### config.mk
export PLATFORM = sky130hd
export DESIGN_NAME = gpio_irq_ctrl
export DESIGN_NICKNAME = d
export VERILOG_FILES = /design/src/rtl/gpio_pkg.sv /design/src/rtl/gpio_sync.sv /design/src/rtl/gpio_trig.sv /design/src/rtl/gpio_irq_ctrl.sv
export SDC_FILE = /design/constraint.sdc
export NUM_CORES = 1
export LEC_CHECK = 0
export ABC_AREA = 1
export BUFFER_PORTS_ARGS = -buffer_cell sky130_fd_sc_hd__buf_2
export CORE_AREA = 3 3 122 124
export CTS_CLUSTER_DIAMETER = 40
export DETAILED_ROUTE_END_ITERATION = 12
export DIE_AREA = 0 0 125 127
export PLACE_DENSITY_LB_ADDON = 0.12
export RECOVER_POWER = 25
export SLEW_MARGIN = 20
export SYNTH_ARGS = -nofsm -noshare
export SYNTH_HDL_FRONTEND = slang
export SYNTH_SLANG_ARGS = --single-unit
### constraint.sdc
create_clock -name clk -period 1.55 [get_ports clk]
set_input_delay 0.0775 -clock clk [delete_from_list [all_inputs] [get_ports clk]]
set_output_delay 0.0775 -clock clk [all_outputs]
set_load 0.03 [all_outputs]
### src/rtl/gpio_pkg.sv
`timescale 1ns/1ps
package gpio_pkg;
  localparam int DATA_W          = 32;
  localparam int STYLE_W         = 3;
  localparam int FIELDS_PER_WORD = 8;
  localparam int TYPE_W          = STYLE_W * FIELDS_PER_WORD;

  // word indices on the bus (byte offset / 4)
  localparam int WRD_OUT   = 0;
  localparam int WRD_DIR   = 1;
  localparam int WRD_PIN   = 2;
  localparam int WRD_STAT  = 3;
  localparam int WRD_TYPE0 = 4;

  typedef enum logic [STYLE_W-1:0] {
    TRIG_HIGH = 3'd0,
    TRIG_LOW  = 3'd1,
    TRIG_RISE = 3'd2,
    TRIG_FALL = 3'd3,
    TRIG_ANY  = 3'd4
  } trig_e;
endpackage

### src/rtl/gpio_sync.sv
`timescale 1ns/1ps
module gpio_sync #(
  parameter int W = 16
) (
  input  logic         clk,
  input  logic         rst,
  input  logic [W-1:0] d_i,
  output logic [W-1:0] q_o
);
  logic [W-1:0] meta_q;
  logic [W-1:0] sync_q;

  // no reset on synchronizer flops
  always_ff @(posedge clk) begin
    meta_q <= d_i;
    sync_q <= meta_q;
  end

  assign q_o = sync_q;


  sync_delay_chk: assert property (@(posedge clk) disable iff (rst)
    q_o == $past(d_i, 2));
endmodule

### src/rtl/gpio_trig.sv
`timescale 1ns/1ps
module gpio_trig
  import gpio_pkg::*;
(
  input  logic               clk,
  input  logic               rst,
  input  logic [STYLE_W-1:0] style_i,
  input  logic               cur_i,
  input  logic               prev_i,
  output logic               hit_o
);
  always_comb begin
    case (style_i)
      TRIG_HIGH: hit_o = cur_i;
      TRIG_LOW:  hit_o = !cur_i;
      TRIG_RISE: hit_o = cur_i && !prev_i;
      TRIG_FALL: hit_o = !cur_i && prev_i;
      TRIG_ANY:  hit_o = cur_i ^ prev_i;
      default:   hit_o = 1'b0;
    endcase
  end


  reserved_quiet_chk: assert property (@(posedge clk) disable iff (rst)
    (style_i > STYLE_W'(TRIG_ANY)) |-> !hit_o);


  rise_only_chk: assert property (@(posedge clk) disable iff (rst)
    (style_i == TRIG_RISE && hit_o) |-> (cur_i && !prev_i));


  fall_only_chk: assert property (@(posedge clk) disable iff (rst)
    (style_i == TRIG_FALL && hit_o) |-> (!cur_i && prev_i));
endmodule

### src/rtl/gpio_irq_ctrl.sv
`timescale 1ns/1ps
module gpio_irq_ctrl
  import gpio_pkg::*;
#(
  parameter int LINES     = 16,
  parameter int IRQ_LINES = 13,
  parameter int ADDR_W    = 5
) (
  input  logic                 clk,
  input  logic                 rst,
  input  logic                 bus_wr,
  input  logic                 bus_rd,
  input  logic [ADDR_W-1:0]    bus_addr,
  input  logic [DATA_W-1:0]    bus_wdata,
  output logic [DATA_W-1:0]    bus_rdata,
  input  logic [LINES-1:0]     pad_in,
  output logic [LINES-1:0]     pad_out,
  output logic [LINES-1:0]     pad_oe,
  output logic [IRQ_LINES-1:0] irq_out
);
  localparam int WORD_W = ADDR_W - 2;
  localparam int NTYPE  = (LINES + FIELDS_PER_WORD - 1) / FIELDS_PER_WORD;

  logic [WORD_W-1:0]           word;
  logic [LINES-1:0]            out_q, dir_q, st_q;
  logic [LINES-1:0]            sync_q, prev_q, hit, w1c_mask;
  logic [NTYPE-1:0][TYPE_W-1:0] typ_q;
  logic [DATA_W-1:0]           rd_mux;
  logic                        unused_bits;

  assign word        = bus_addr[ADDR_W-1:2];
  assign unused_bits = ^{bus_addr[1:0], bus_wdata[DATA_W-1:TYPE_W]};

  gpio_sync #(.W(LINES)) u_sync (
    .clk (clk),
    .rst (rst),
    .d_i (pad_in),
    .q_o (sync_q)
  );

  always_ff @(posedge clk) prev_q <= sync_q;

  for (genvar n = 0; n < LINES; n++) begin : g_line
    localparam int R = n / FIELDS_PER_WORD;
    localparam int F = n % FIELDS_PER_WORD;
    gpio_trig u_trig (
      .clk     (clk),
      .rst     (rst),
      .style_i (typ_q[R][STYLE_W*F +: STYLE_W]),
      .cur_i   (sync_q[n]),
      .prev_i  (prev_q[n]),
      .hit_o   (hit[n])
    );
  end

  assign w1c_mask = (bus_wr && word == WORD_W'(WRD_STAT)) ? bus_wdata[LINES-1:0] : '0;

  always_ff @(posedge clk) begin
    if (rst) begin
      out_q <= '0;
      dir_q <= '1;
      st_q  <= '0;
      typ_q <= '0;
    end else begin
      if (bus_wr && word == WORD_W'(WRD_OUT)) out_q <= bus_wdata[LINES-1:0];
      if (bus_wr && word == WORD_W'(WRD_DIR)) dir_q <= bus_wdata[LINES-1:0];
      for (int k = 0; k < NTYPE; k++)
        if (bus_wr && word == WORD_W'(WRD_TYPE0 + k)) typ_q[k] <= bus_wdata[TYPE_W-1:0];
      // new events win over a clear in the same cycle
      st_q <= (st_q & ~w1c_mask) | hit;
    end
  end

  always_comb begin
    rd_mux = '0;
    case (word)
      WORD_W'(WRD_OUT):  rd_mux[LINES-1:0] = out_q;
      WORD_W'(WRD_DIR):  rd_mux[LINES-1:0] = dir_q;
      WORD_W'(WRD_PIN):  rd_mux[LINES-1:0] = sync_q;
      WORD_W'(WRD_STAT): rd_mux[LINES-1:0] = st_q;
      default: ;
    endcase
    for (int k = 0; k < NTYPE; k++)
      if (word == WORD_W'(WRD_TYPE0 + k)) rd_mux[TYPE_W-1:0] = typ_q[k];
  end

  always_ff @(posedge clk) begin
    if (rst)         bus_rdata <= '0;
    else if (bus_rd) bus_rdata <= rd_mux;
  end

  assign pad_out = out_q;
  assign pad_oe  = ~dir_q;
  assign irq_out = st_q[IRQ_LINES-1:0];


  clear_by_write_chk: assert property (@(posedge clk) disable iff (rst)
    (($past(st_q) & ~st_q & ~$past(w1c_mask)) == '0));


  reset_state_chk: assert property (@(posedge clk)
    rst |=> (dir_q == '1 && out_q == '0 && typ_q == '0));
endmodule

==> metrics.md <==
| Metric | Value |
|---|---|
| Yosys reg bits | `168` |
| Power Total | `10.3 mW` |
| Critical Path End Type | `flop` |
| Via count of the first global-routing pass | `6,294` |
| Async SR Flop Fraction | `0%` |
| Max-slew headroom | `63.5%` |
| CP required | `1870 ps` |
| CTS tree | `done` |
| Status | `complete, no violations` |
| CTS Sinks | `168` |
| Synth Cell Area | `7350 um^2` |
| Crit. Startpoint | `u_sync.q_o[2]` |
| CTS resizes | `0` |
| CP cell instances | `inv_1 > ha_1 > o21ai_0 > nand2_1 > nand3_1 > nand2_1 > o21ai_1 > inv_1` |
| Worst-margin pin slew | `547 ps` |
| Post-synth EDFFs | `0` |
| Initial cell density of the core | `52.9%` |
| CTS Root Cell | `clkbuf_16` |
| Critical Path Sink | `st_q[2]` |
| PD cells | `1140 nW/um^2` |
| CTS Buffer Depth | `2` |
| # hold bufs at CTS | `38` |
| Area Growth Syn to Fin | `22.7%` |
| R2R cell count | `8` |
| Post-DP HPWL | `14.0 mm` |
| Clock-pin slew on the worst setup and hold paths | `60 ps` |
| Initial DRC Count | `645` |
| DR vias/cell | `5.20` |
| Crit-path max cell delay | `400 ps` |
| Leakage | `4.30 nW` |
| GRT Util Overall | `25.2%` |
| Reg2reg setup slack | `240 ps` |
| Mapped Cells | `949` |
| YS warnings | `0` |
| Leading register cell type out of synthesis | `dfxtp_1` |
| GP Congestion | `0.906` |
| Peak VDD IR | `0.925 mV` |
| Die area | `15,900 um^2` |
| Area contributors post-synth | `dfxtp_1 (46%), a21oi_1 (7.5%), inv_1 (7.3%), o21ai_0 (7.2%), nand2_1 (6.5%)` |
| Sequential area share after synthesis | `45.8%` |
| Most numerous cell in the Yosys netlist | `dfxtp_1` |
| CTS H-tree depth | `4` |
| Crit path arrival time | `1630 ps` |
| Maximum number of pins on one net before global-route repair | `49` |
| Final Cycle Share | `84.6%` |
| Slowest CP cell | `dfxtp_1` |
| Worst skew pair latency | `420 ps` |
| Crit-path max FO | `4` |
| CP startpoint kind | `flop` |
| Gr ovfl total | `0` |
| Fin Setup TNS | `0 ps` |
| Initial antenna violation count | `1` |
| Synth Area per Inst | `7.74 um^2` |
| R2r endpoint | `st_q[2]` |
| First-pass GRT wire length | `32.0 mm` |
| Vias | `6,683` |
| Port buffer count | `115` |
| WL final | `20.0 mm` |
| Ports | `134` |
| Final non-filler cell total | `1,285` |
| Clk_skew | `5.62 ps` |
| WL/cell | `15.5 um` |
| Routed Antenna Nets | `0` |
| RSZ-0062 raised after global routing | `false` |
| Final Setup Violations | `0` |
| Synth top area share | `45.8%` |
| Placed cell count | `1,218` |
| Dpl ws | `56.7 ps` |
| Number of setup buffers added after CTS | `0` |
| Crit path time final | `1310 ps` |
| CTS Buf Count | `17` |
| Layout cells sized above 1 | `17.0%` |
| Setup CP Type | `flop to flop` |
| Maxcap violations | `0` |
| Synth top cells by count | `dfxtp_1 (168), inv_1 (142), nand2_1 (127)` |
| Worst hold path class | `input port to flop` |
| Final slew viol count | `0` |
| Distinct cell type count after synthesis | `29` |
| Drc violations | `0` |
| Die Ht | `127 um` |
| Die Span X | `125 um` |
| Core area | `13,900 um^2` |
| Floorplan row count | `43` |
| Final Worst Setup Slack | `239 ps` |
| Hold_ws | `19.4 ps` |
| TritonRoute pass-1 iters | `5` |
| Largest area contributor in the netlist | `dfxtp_1` |
| Nets | `1,184` |
| Fmax | `763 MHz` |
| Final hold viol count | `0` |
| Critical R2R Launch | `u_sync.q_o[2]` |
==> cells in the final DEF, fill, tap and decap left out, drive strengths merged, types with 15 or more instances in the layout <==
cell type	instances
nand3	60
nand2	132
ha	32
o211ai	21
clkbuf	22
nor2	56
buf	144
o22ai	26
inv	147
dfxtp	168
dlygate4sd3	38
a21oi	110
o21ai	111
nand4	15
==> cell type report <==
| cell class | count | area (um^2) |
|---|---|---|
| diodes | 1 | 2.50 |
| multi-input cells | 577 | 3070 |
| well taps | 180 | 225 |
| clock inverters | 8 | 124 |
| flip-flops and latches | 168 | 3360 |
| fillers | 1240 | 4870 |
| repair buffers | 184 | 1210 |
| clock buffers | 20 | 467 |
| inverters | 147 | 554 |
==> per-layer routing <==
metal  track usage (%)  wire length [um]
met5                 0                 0
met3              5.02              1090
met2              42.2              9500
met4              9.06               403
met1              32.5              8970
==> flip-flops by register name, summed over array words and instances (netlist names) <==
register	flops
dir_q	16
typ_q	48
u_sync.q_o	16
bus_rdata	24
st_q	16
pad_out	16
prev_q	16
u_sync.meta_q	16
==> worst max-delay path, delay by kind of cell, from the launching register on <==
family	cells	cell delay (ps)
AOI/OAI and AO/OA	2	290
and+or+nand+nor	3	190
buffers and inverters	2	140
adders and majority gates	1	180
DFF	1	400
==> power by group <==
| group | switching (mW) | internal, mW |
|---|---|---|
| Combinational | 0.854 | 0.463 |
| Sequential | 0.146 | 4.54 |
| Clock | 1.65 | 2.62 |
==> kinds of logic after synthesis <==
kind of cell / Yosys count / synth area share [%]
AOI/OAI and AO/OA: 273 / 19.8
and+or+nand+nor: 264 / 16.1
buffers and inverters: 211 / 12.8
DFF: 168 / 45.8
adders and majority gates: 32 / 5.45
other: 1 / 0.0510
==> worst min path at each step <==
stage / depth (start not counted) / slack (ps) / end / startpoint
4_1_cts: 3 / 4 / dir_q[6] / bus_wdata[6]
6_report: 3 / 20 / dir_q[6] / bus_wdata[6]
5_1_grt: 3 / 10 / dir_q[1] / bus_wdata[1]
3_3_place_gp: 1 / 180 / u_sync.meta_q[15] / pad_in[15]
3_5_place_dp: 1 / 180 / u_sync.meta_q[6] / pad_in[6]
2_1_floorplan: 0 / 110 / u_sync.meta_q[0] / pad_in[0]
==> metrics by stage <==
step	util, %	area (um^2)
after global placement	58.0	8050
after global routing	64.9	9010
final	64.9	9010
after detailed placement	58.0	8050
after CTS	65.0	9020
after floorplan	-	7380
No activity file was read; power rests on OpenSTA's default activity.
